--- config.mk ---
export PLATFORM = sky130hd
export DESIGN_NAME = gpio_mask_port
export DESIGN_NICKNAME = d
export VERILOG_FILES = /design/src/rtl/gpio_mask_pkg.sv /design/src/rtl/gpio_bus_ctrl.sv /design/src/rtl/gpio_port_datapath.sv /design/src/rtl/gpio_mask_port.sv
export SDC_FILE = /design/constraint.sdc
export NUM_CORES = 1
export LEC_CHECK = 0
export ABC_AREA = 1
export CORE_MARGIN = 2
export CORE_UTILIZATION = 40
export CTS_CLUSTER_SIZE = 40
export DETAILED_ROUTE_END_ITERATION = 10
export GPL_ROUTABILITY_DRIVEN = 1
export PLACE_DENSITY = 0.7
export SYNTH_ARGS = -nofsm -noshare
export SYNTH_HDL_FRONTEND = slang
export SYNTH_SLANG_ARGS = --single-unit
--- constraint.sdc ---
create_clock -name clk -period 2.1 [get_ports clk]
set_input_delay 0.42 -clock clk [delete_from_list [all_inputs] [get_ports clk]]
set_output_delay 0.42 -clock clk [all_outputs]
set_load 0.02 [all_outputs]
--- src/rtl/gpio_mask_pkg.sv ---
package gpio_mask_pkg;

  // Control register index (byte offset bits [3:2] in the control window)
  localparam logic [1:0] REG_DIR = 2'd0;
  localparam logic [1:0] REG_IEN = 2'd1;
  localparam logic [1:0] REG_CLR = 2'd2;

  typedef enum logic [1:0] {
    SEL_DATA = 2'd0,
    SEL_DIR  = 2'd1,
    SEL_IEN  = 2'd2,
    SEL_ZERO = 2'd3
  } readSelT;

  typedef struct packed {
    logic dataWr;
    logic dirWr;
    logic ienWr;
    logic clrWr;
  } ctrlStrobesT;

endpackage

--- src/rtl/gpio_bus_ctrl.sv ---
module gpio_bus_ctrl
  import gpio_mask_pkg::*;
#(
  parameter int unsigned PIN_COUNT = 12,
  parameter int unsigned ADDR_W    = 16,
  parameter int unsigned DATA_W    = 32
) (
  input  logic                 clk,
  input  logic                 rstN,
  input  logic                 busValid,
  input  logic                 busWrite,
  input  logic [ADDR_W-1:0]    busAddr,
  input  logic [PIN_COUNT-1:0] dataRead,
  input  logic [PIN_COUNT-1:0] dirQ,
  input  logic [PIN_COUNT-1:0] ienQ,
  output ctrlStrobesT          strb,
  output logic [PIN_COUNT-1:0] accMask,
  output logic [DATA_W-1:0]    busRdata
);

  localparam int unsigned MASK_LO = 2;
  localparam int unsigned MASK_HI = PIN_COUNT + 1;
  localparam int unsigned WIN_LSB = PIN_COUNT + 2;
  localparam int unsigned WIN_W   = ADDR_W - WIN_LSB;

  logic [WIN_W-1:0] window;
  logic             inData;
  logic             inCtrl;
  logic [1:0]       regIdx;
  logic             ctrlLowZero;
  readSelT          rdSel;
  logic             unusedAddrBits;

  assign window         = busAddr[ADDR_W-1:WIN_LSB];
  assign inData         = (window == '0);
  assign regIdx         = busAddr[3:2];
  assign ctrlLowZero    = (busAddr[MASK_HI:4] == '0);
  assign inCtrl         = (window == WIN_W'(1)) && ctrlLowZero;
  assign accMask        = busAddr[MASK_HI:MASK_LO];
  assign unusedAddrBits = ^busAddr[1:0];

  always_comb begin
    strb = '0;
    if (busValid && busWrite) begin
      strb.dataWr = inData;
      strb.dirWr  = inCtrl && (regIdx == REG_DIR);
      strb.ienWr  = inCtrl && (regIdx == REG_IEN);
      strb.clrWr  = inCtrl && (regIdx == REG_CLR);
    end
  end

  always_comb begin
    rdSel = SEL_ZERO;
    if (inData)                           rdSel = SEL_DATA;
    else if (inCtrl && regIdx == REG_DIR) rdSel = SEL_DIR;
    else if (inCtrl && regIdx == REG_IEN) rdSel = SEL_IEN;
  end

  always_comb begin
    busRdata = '0;
    if (busValid && !busWrite) begin
      unique case (rdSel)
        SEL_DATA: busRdata = DATA_W'(dataRead);
        SEL_DIR:  busRdata = DATA_W'(dirQ);
        SEL_IEN:  busRdata = DATA_W'(ienQ);
        default:  busRdata = '0;
      endcase
    end
  end

  // the clear register never returns data
  assert_clr_reads_zero_R10: assert property (@(posedge clk) disable iff (!rstN)
    (busValid && !busWrite && inCtrl && regIdx == REG_CLR) |-> (busRdata == '0));

  // At most one register is written per access
  assert_one_strobe_R2: assert property (@(posedge clk) disable iff (!rstN)
    $onehot0({strb.dataWr, strb.dirWr, strb.ienWr, strb.clrWr}));

endmodule

--- src/rtl/gpio_port_datapath.sv ---
module gpio_port_datapath
  import gpio_mask_pkg::*;
#(
  parameter int unsigned PIN_COUNT = 12
) (
  input  logic                 clk,
  input  logic                 rstN,
  input  ctrlStrobesT          strb,
  input  logic [PIN_COUNT-1:0] accMask,
  input  logic [PIN_COUNT-1:0] wdata,
  input  logic [PIN_COUNT-1:0] pinIn,
  output logic [PIN_COUNT-1:0] dataRead,
  output logic [PIN_COUNT-1:0] dirQ,
  output logic [PIN_COUNT-1:0] ienQ,
  output logic [PIN_COUNT-1:0] pinOut,
  output logic [PIN_COUNT-1:0] pinOe,
  output logic                 irqOut
);

  logic [PIN_COUNT-1:0] dataOutQ;
  logic [PIN_COUNT-1:0] syncA;
  logic [PIN_COUNT-1:0] syncB;
  logic [PIN_COUNT-1:0] prevQ;
  logic [PIN_COUNT-1:0] riseHit;
  logic [PIN_COUNT-1:0] clrVec;
  logic [PIN_COUNT-1:0] latchQ;
  logic [PIN_COUNT-1:0] pinVal;
  logic                 irqRaw;
  logic                 irqS1;
  logic                 irqS2;

  // Masked output data register
  always_ff @(posedge clk) begin
    if (!rstN)            dataOutQ <= '0;
    else if (strb.dataWr) dataOutQ <= (dataOutQ & ~accMask) | (wdata & accMask);
  end

  always_ff @(posedge clk) begin
    if (!rstN) begin
      dirQ <= '0;
      ienQ <= '0;
    end else begin
      if (strb.dirWr) dirQ <= wdata;
      if (strb.ienWr) ienQ <= wdata;
    end
  end

  // Input synchronizer plus one delay stage for edge detection
  always_ff @(posedge clk) begin
    if (!rstN) begin
      syncA <= '0;
      syncB <= '0;
      prevQ <= '0;
    end else begin
      syncA <= pinIn;
      syncB <= syncA;
      prevQ <= syncB;
    end
  end

  assign riseHit = syncB & ~prevQ & ienQ;
  assign clrVec  = strb.clrWr ? wdata : '0;

  for (genvar g = 0; g < PIN_COUNT; g++) begin : g_edge
    logic bitQ;
    always_ff @(posedge clk) begin
      if (!rstN)           bitQ <= 1'b0;
      else if (clrVec[g])  bitQ <= 1'b0;
      else if (riseHit[g]) bitQ <= 1'b1;
    end
    assign latchQ[g] = bitQ;
  end

  assign irqRaw = |(latchQ & ienQ);

  always_ff @(posedge clk) begin
    if (!rstN) begin
      irqS1 <= 1'b0;
      irqS2 <= 1'b0;
    end else begin
      irqS1 <= irqRaw;
      irqS2 <= irqS1;
    end
  end

  assign pinVal   = (dirQ & dataOutQ) | (~dirQ & syncB);
  assign dataRead = pinVal & accMask;
  assign pinOut   = dataOutQ;
  assign pinOe    = dirQ;
  assign irqOut   = irqS2;

  assert_mask_hold_R2: assert property (@(posedge clk) disable iff (!rstN)
    strb.dataWr |=> (((dataOutQ ^ $past(dataOutQ)) & ~$past(accMask)) == '0));

  assert_full_write_R3: assert property (@(posedge clk) disable iff (!rstN)
    (strb.dataWr && (&accMask)) |=> (dataOutQ == $past(wdata)));

  assert_need_enable_R7: assert property (@(posedge clk) disable iff (!rstN)
    1'b1 |=> (((latchQ & ~$past(latchQ)) & ~$past(ienQ)) == '0));

  assert_irq_delay_R8: assert property (@(posedge clk) disable iff (!rstN)
    1'b1 |=> ##1 (irqOut == $past(irqRaw, 2)));

  assert_clear_wins_R9: assert property (@(posedge clk) disable iff (!rstN)
    strb.clrWr |=> ((latchQ & $past(wdata)) == '0));

endmodule

--- src/rtl/gpio_mask_port.sv ---
module gpio_mask_port
  import gpio_mask_pkg::*;
#(
  parameter int unsigned PIN_COUNT = 12,
  parameter int unsigned ADDR_W    = 16,
  parameter int unsigned DATA_W    = 32
) (
  input  logic                 clk,
  input  logic                 rstN,
  input  logic                 busValid,
  input  logic                 busWrite,
  input  logic [ADDR_W-1:0]    busAddr,
  input  logic [DATA_W-1:0]    busWdata,
  output logic [DATA_W-1:0]    busRdata,
  input  logic [PIN_COUNT-1:0] pinIn,
  output logic [PIN_COUNT-1:0] pinOut,
  output logic [PIN_COUNT-1:0] pinOe,
  output logic                 irqOut
);

  ctrlStrobesT          strb;
  logic [PIN_COUNT-1:0] accMask;
  logic [PIN_COUNT-1:0] dataRead;
  logic [PIN_COUNT-1:0] dirQ;
  logic [PIN_COUNT-1:0] ienQ;
  logic                 unusedWdataBits;

  assign unusedWdataBits = ^busWdata[DATA_W-1:PIN_COUNT];

  gpio_bus_ctrl #(
    .PIN_COUNT(PIN_COUNT), .ADDR_W(ADDR_W), .DATA_W(DATA_W)
  ) u_ctrl (
    .clk(clk), .rstN(rstN),
    .busValid(busValid), .busWrite(busWrite), .busAddr(busAddr),
    .dataRead(dataRead), .dirQ(dirQ), .ienQ(ienQ),
    .strb(strb), .accMask(accMask), .busRdata(busRdata)
  );

  gpio_port_datapath #(
    .PIN_COUNT(PIN_COUNT)
  ) u_dp (
    .clk(clk), .rstN(rstN),
    .strb(strb), .accMask(accMask), .wdata(busWdata[PIN_COUNT-1:0]),
    .pinIn(pinIn),
    .dataRead(dataRead), .dirQ(dirQ), .ienQ(ienQ),
    .pinOut(pinOut), .pinOe(pinOe), .irqOut(irqOut)
  );

endmodule

---- Word-level counts from Yosys, hierarchy flattened ----
Cells that the tools add are included.
storage, ports and cells
  register bits ........................... 86
  bits in latches ......................... 0
  memory bits (writable) .................. 0
  memory bits (read-only) ................. 0
  input port bits ......................... 64
  word-level logic and storage cells ...... 70
  memories ................................ 0
cells by class
  $add $sub $neg .......................... 0
  multiply operators ...................... 0
  div/mod/pow operators ................... 0
  magnitude comparators ................... 0
  equal/unequal tests ..................... 5
  shift-type cells ........................ 0
  muxes and demuxes ....................... 7
  bitwise logic cells ..................... 14
  reduce and logical (&&, ||, !) cells .... 24
operators by type and width
  cell                  count
  $and A12 B12 Y12      8
  $not A12 Y12          3
  $pmux W12 S3          1
  $mux W32              1
  $or A12 B12 Y12       2
  $reduce_or A2 Y1      12
  $mux W12              1
  $reduce_or A12 Y1     1
  $logic_not A10 Y1     1
  $eq A2 B1 Y1 const B  3
  $logic_and A1 B1 Y1   6
  $logic_not A2 Y1      3
  $eq A2 B2 Y1 const B  2
  $mux W2               2
  $mux W4               1
  $logic_not A1 Y1      1
  $mux W1               1
  $not A1 Y1            1

---- Longest topological paths before layout ----
  word-level depth ........................ 9
  gate-level depth with buffers ........... 8

---- Hierarchy ----
A second synthesis with hierarchy kept.
unflattened totals
  cell total of the unflattened synthesis .. 545
  area total of the unflattened synthesis .. 3,918.8 um2
by module, submodules not included
  module              instances  cells each  area an instance (um2)  sequential area each (um2)
  gpio_port_datapath  1          407         3,131.8                 1,721.7
  gpio_bus_ctrl       1          138         787.0                   0.0

---- Worst setup path after synthesis ----
OpenSTA, ideal clock, no wires.
  path type ............................... input port to output port
  from .................................... in busAddr[5]
  to ...................................... out busRdata[5]
  arrival time ............................ 1,356 ps
  setup slack ............................. 324 ps
  stages on the path ...................... 8
  buffers on the path ..................... 1
  path through ............................ nor2_1 -> nand2_2 -> nor2_8 -> buf_4 -> nand4_1 -> nand3_1 -> nand2_1 -> inv_1
between the ends
  longest elaborated chain between the ends .. 9
  elaborated cells between the ends (all ways) .. 12
  those cells by class .................... eq/ne: 2; mux: 5; reduce/logical: 5
RTL lines
  item                                        RTL line              source
  from (decl)                                 gpio_mask_port.sv:12  input logic [ADDR_W-1:0] busAddr,
  $logic_not A10 Y1 (*)                       gpio_bus_ctrl.sv:37   assign ctrlLowZero = (busAddr[MASK_HI:4] == '0);
  $logic_and A1 B1 Y1 (*)                     gpio_bus_ctrl.sv:38   assign inCtrl = (window == WIN_W'(1)) && ctrlLowZero;
  $logic_and A1 B1 Y1                         gpio_bus_ctrl.sv:56   else if (inCtrl && regIdx == REG_IEN) rdSel = SEL_IEN;
  $mux W1                                     gpio_bus_ctrl.sv:56
  $mux W2 (*)                                 gpio_bus_ctrl.sv:55   else if (inCtrl && regIdx == REG_DIR) rdSel = SEL_DIR;
  $mux W2 (*)                                 gpio_bus_ctrl.sv:54   if (inData) rdSel = SEL_DATA;
  $eq A2 B2 Y1, or another cell as far along  gpio_bus_ctrl.sv:62   unique case (rdSel)
  $pmux W12 S3 (*)                            gpio_bus_ctrl.sv:62
  $mux W32 (*)                                gpio_bus_ctrl.sv:61   if (busValid && !busWrite) begin
  to (decl)                                   gpio_mask_port.sv:14  output logic [DATA_W-1:0] busRdata,
Every way passes the cells marked *; elsewhere a longest branch is shown, timed or not.

---- Worst setup path in the final report ----
  from .................................... in busAddr[2]
  to ...................................... out busRdata[7]
between the ends
  longest elaborated chain between the ends .. 8
  elaborated cells between the ends (all ways) .. 12
  those cells by class .................... eq/ne: 3; mux: 5; reduce/logical: 4
RTL lines
  item                                        RTL line
  $eq A2 B1 Y1                                gpio_bus_ctrl.sv:56
  $logic_and A1 B1 Y1                         gpio_bus_ctrl.sv:56
  $mux W1                                     gpio_bus_ctrl.sv:56
  $mux W2 (*)                                 gpio_bus_ctrl.sv:55
  $mux W2 (*)                                 gpio_bus_ctrl.sv:54
  $eq A2 B2 Y1, or another cell as far along  gpio_bus_ctrl.sv:62
  $pmux W12 S3 (*)                            gpio_bus_ctrl.sv:62
  $mux W32 (*)                                gpio_bus_ctrl.sv:61
Marked as above.

==> impl_metrics.py <==
metrics = {
    "outcome": {
        "status": "finished clean",
    },
    "cts": {
        "numCtsBuffers": 9,
        "clk-insertion-delay-late_ns": 0.36,
        "cts_root_buf": "clkbuf_8",
        "clk_path_buf_depth": 2,
        "cts.sinks": 86,
        "cts_max_level": 3,
        "cts-hold-fix-buffers": 0,
        "cts.clk_slew.worst_paths_ns": 0.08,
        "cts_tree": "done",
    },
    "run": {
        "drv_cap": 0,
    },
    "floorplanning": {
        "row_count": 36,
        "dieHeight_microns": 104.1,
        "fp.dieW_microns": 104.1,
        "start_util_pct": 41.20,
        "die_area_sq_mm": 0.01084,
        "core_sq_mm": 0.009729,
        "ios": 121,
    },
    "critical_path": {
        "path_common_cell": "buf_4",
        "cp_top_family": "buffers and inverters",
        "cp-start-kind": "input pin",
        "worstPathRequired_ns": 1.68,
        "slowest_delay_ns": 0.25,
        "cp.arrival_ns": 1.61,
        "worstPathCellList": "dlygate4sd2_1 > buf_4 > nor2_4 > buf_4 > buf_12 > nand4_1 > nand3_1 > nand2_1 > inv_1 > buf_6",
        "worst_setup_path_end_kind": "output pin",
        "cp_slowest_cell": "dlygate4sd2_1",
        "crit_buf_inv": 6,
        "worstSetupPathType": "in2out",
        "reg2reg_slack_ns": 1.09,
        "path_max_fanout": 7,
    },
    "routing": {
        "num_vias": 3984,
        "routed_via_density": 4.783,
        "initialDrtViolationCount": 171,
        "detail-route-antenna-nets": 0,
        "dr.pass1.iters": 5,
        "drc_errors": 0,
        "avgRoutedWirePerCell_microns": 13.74,
        "routed_wl_mm": 11.45,
    },
    "cells_and_area": {
        "area_delta_synth_final_pct": 36.24,
        "final_nets": 760,
        "layoutNonFillerInstCount": 833,
        "final_core_util_pct": 56.13,
        "stdcell_area_sq_mm": 0.005461,
        "antenna_cells": 0,
        "layout-drive-gt1-share_pct": 16.71,
    },
    "placement": {
        "dpl-instance-area_sq_mm": 0.005087,
        "place_congestion": 0.8515,
        "post-place-cells": 800,
        "dp_hpwl_mm": 7.769,
        "io_buffers": 78,
    },
    "timing": {
        "drv_slew": 0,
        "hold_viol_final": 0,
        "post-route-min-period_ns": 2.028,
        "fin_skew_ns": 0.006473,
        "fin_hold_ws_ns": 0.3333,
        "fmax_mhz": 493.0,
        "period_share_pct": 96.59,
        "finalSetupViolCount": 0,
    },
    "grt": {
        "grt_usage_pct": 21.31,
        "antenna_found_initial": 0,
        "gr-total-overflow": 0,
        "grt_start_max_net_pins": 40,
        "grt_pass1_wl_mm": 18.44,
        "grt_pass1_vias": 3778,
    },
    "logic_synthesis": {
        "netlist_area_sq_mm": 0.004009,
        "synth_top_area_share_pct": 42.95,
        "synthTopCellsByArea": "dfxtp_1 43%, nand2_1 13%, inv_1 11%, nor2_1 5.5%, buf_4 4.7%",
        "synth_cells": 573,
        "yosysMostFrequentCell": "nand2_1",
        "yosysUniqueCellTypes": 24,
        "ys_ff_latch": 86,
        "synth_top_area_cell": "dfxtp_1",
        "synth.top_cells.by_count": "137 x nand2_1, 116 x inv_1, 86 x dfxtp_1",
        "synth_warnings": 0,
        "ys.flop_type": "dfxtp_1",
        "avgSynthCellArea_sq_um": 6.996,
        "synth_edf_count": 0,
        "synth_seq_area_share_pct": 42.95,
        "async_flop_share_pct": 0,
    },
    "hold_path": {
        "min-delay-path-class": "in2reg",
    },
    "power": {
        "ir_drop_mv": 0.2773,
        "power_density_mw_per_mm2": 551.4,
        "leakage_nw": 2.815,
    },
}
==> cell type report <==
type	count	area (sq um)
flip-flops and latches	86	1722
multi-input cells	346	1695
inverters	116	435.4
clock inverters	5	27.53
repair buffers	137	1287
fillers	936	4268
well taps	133	166.4
clock buffers	10	127.6
==> layer usage <==
layer	GRT usage (%)	share of wire [%]
met1	26.12	42
met2	35.90	49
met3	4.010	6.7
met4	10.33	2.5
met5	0	0
==> tightest hold or removal path, cell delays in order <==
cell     delay (ns)
buf_2          0.14
nand2_1        0.07
nor2_1         0.03
==> where the power goes <==
group / switching [W] / total (W) / internal [W]
combinational: 0.000193 / 0.000341 / 0.000148
sequential: 0.0000156 / 0.00168 / 0.00166
clock: 0.000579 / 0.000994 / 0.000415
==> per-stage QoR <==
stage               power [W]  setup slack, ns   TNS, ns
global placement     0.002020          -0.7485    -8.749
detailed placement   0.002024          -0.7270    -8.545
floorplan            0.001868           0.3243         0
finish               0.003012          0.07168         0
CTS                  0.003018         0.001686         0
global route         0.003126         -0.01819  -0.04450
==> cell families after synthesis <==
logic type,synth area share (%)
buffers and inverters,17.85
AND/OR/NAND/NOR,31.18
other,0.09354
AO/OA/AOI/OAI,7.928
flip-flops,42.95
==> timing repair <==
action | CTS | global route
buffers inserted | 14 | 0
pin swaps | 13 | 12
cloned | 4 | 0
gates resized for setup | 109 | 26
endpoints found under the setup margin | 12 | 12
==> path summary, 6_finish.rpt <==
| path | startpoint | endpoint | cells after the start |
|---|---|---|---|
| worst max register to register | u_dp.ienQ[0]$_SDFFE_PN0P_ | u_dp.irqS1$_SDFF_PN0_ | 6 |
| worst max-delay path | busAddr[2] | busRdata[7] | 10 |
| worst min register to register | u_dp.syncA[7]$_SDFF_PN0_ | u_dp.syncB[7]$_SDFF_PN0_ | 2 |
| worst min-delay path | rstN | u_dp.dirQ[2]$_SDFFE_PN0P_ | 3 |
==> cell usage in the layout, fill, tap and decap left out, drive strengths merged <==
| master | instances |
|---|---|
| clkdlybuf4s50 | 51 |
| conb | 20 |
| clkinvlp | 1 |
| clkinv | 4 |
| o21ai | 11 |
| or2 | 1 |
| dfxtp | 86 |
| nor3 | 2 |
| buf | 75 |
| clkbuf | 18 |
| inv | 116 |
| o2111ai | 12 |
| dlygate4sd2 | 2 |
| nor2 | 64 |
| nand3 | 27 |
| nand4 | 28 |
| clkdlybuf4s15 | 1 |
| a21oi | 24 |
| nand2 | 139 |
| o22ai | 6 |
| nand3b | 12 |
No activity file was read; power rests on OpenSTA's default activity.
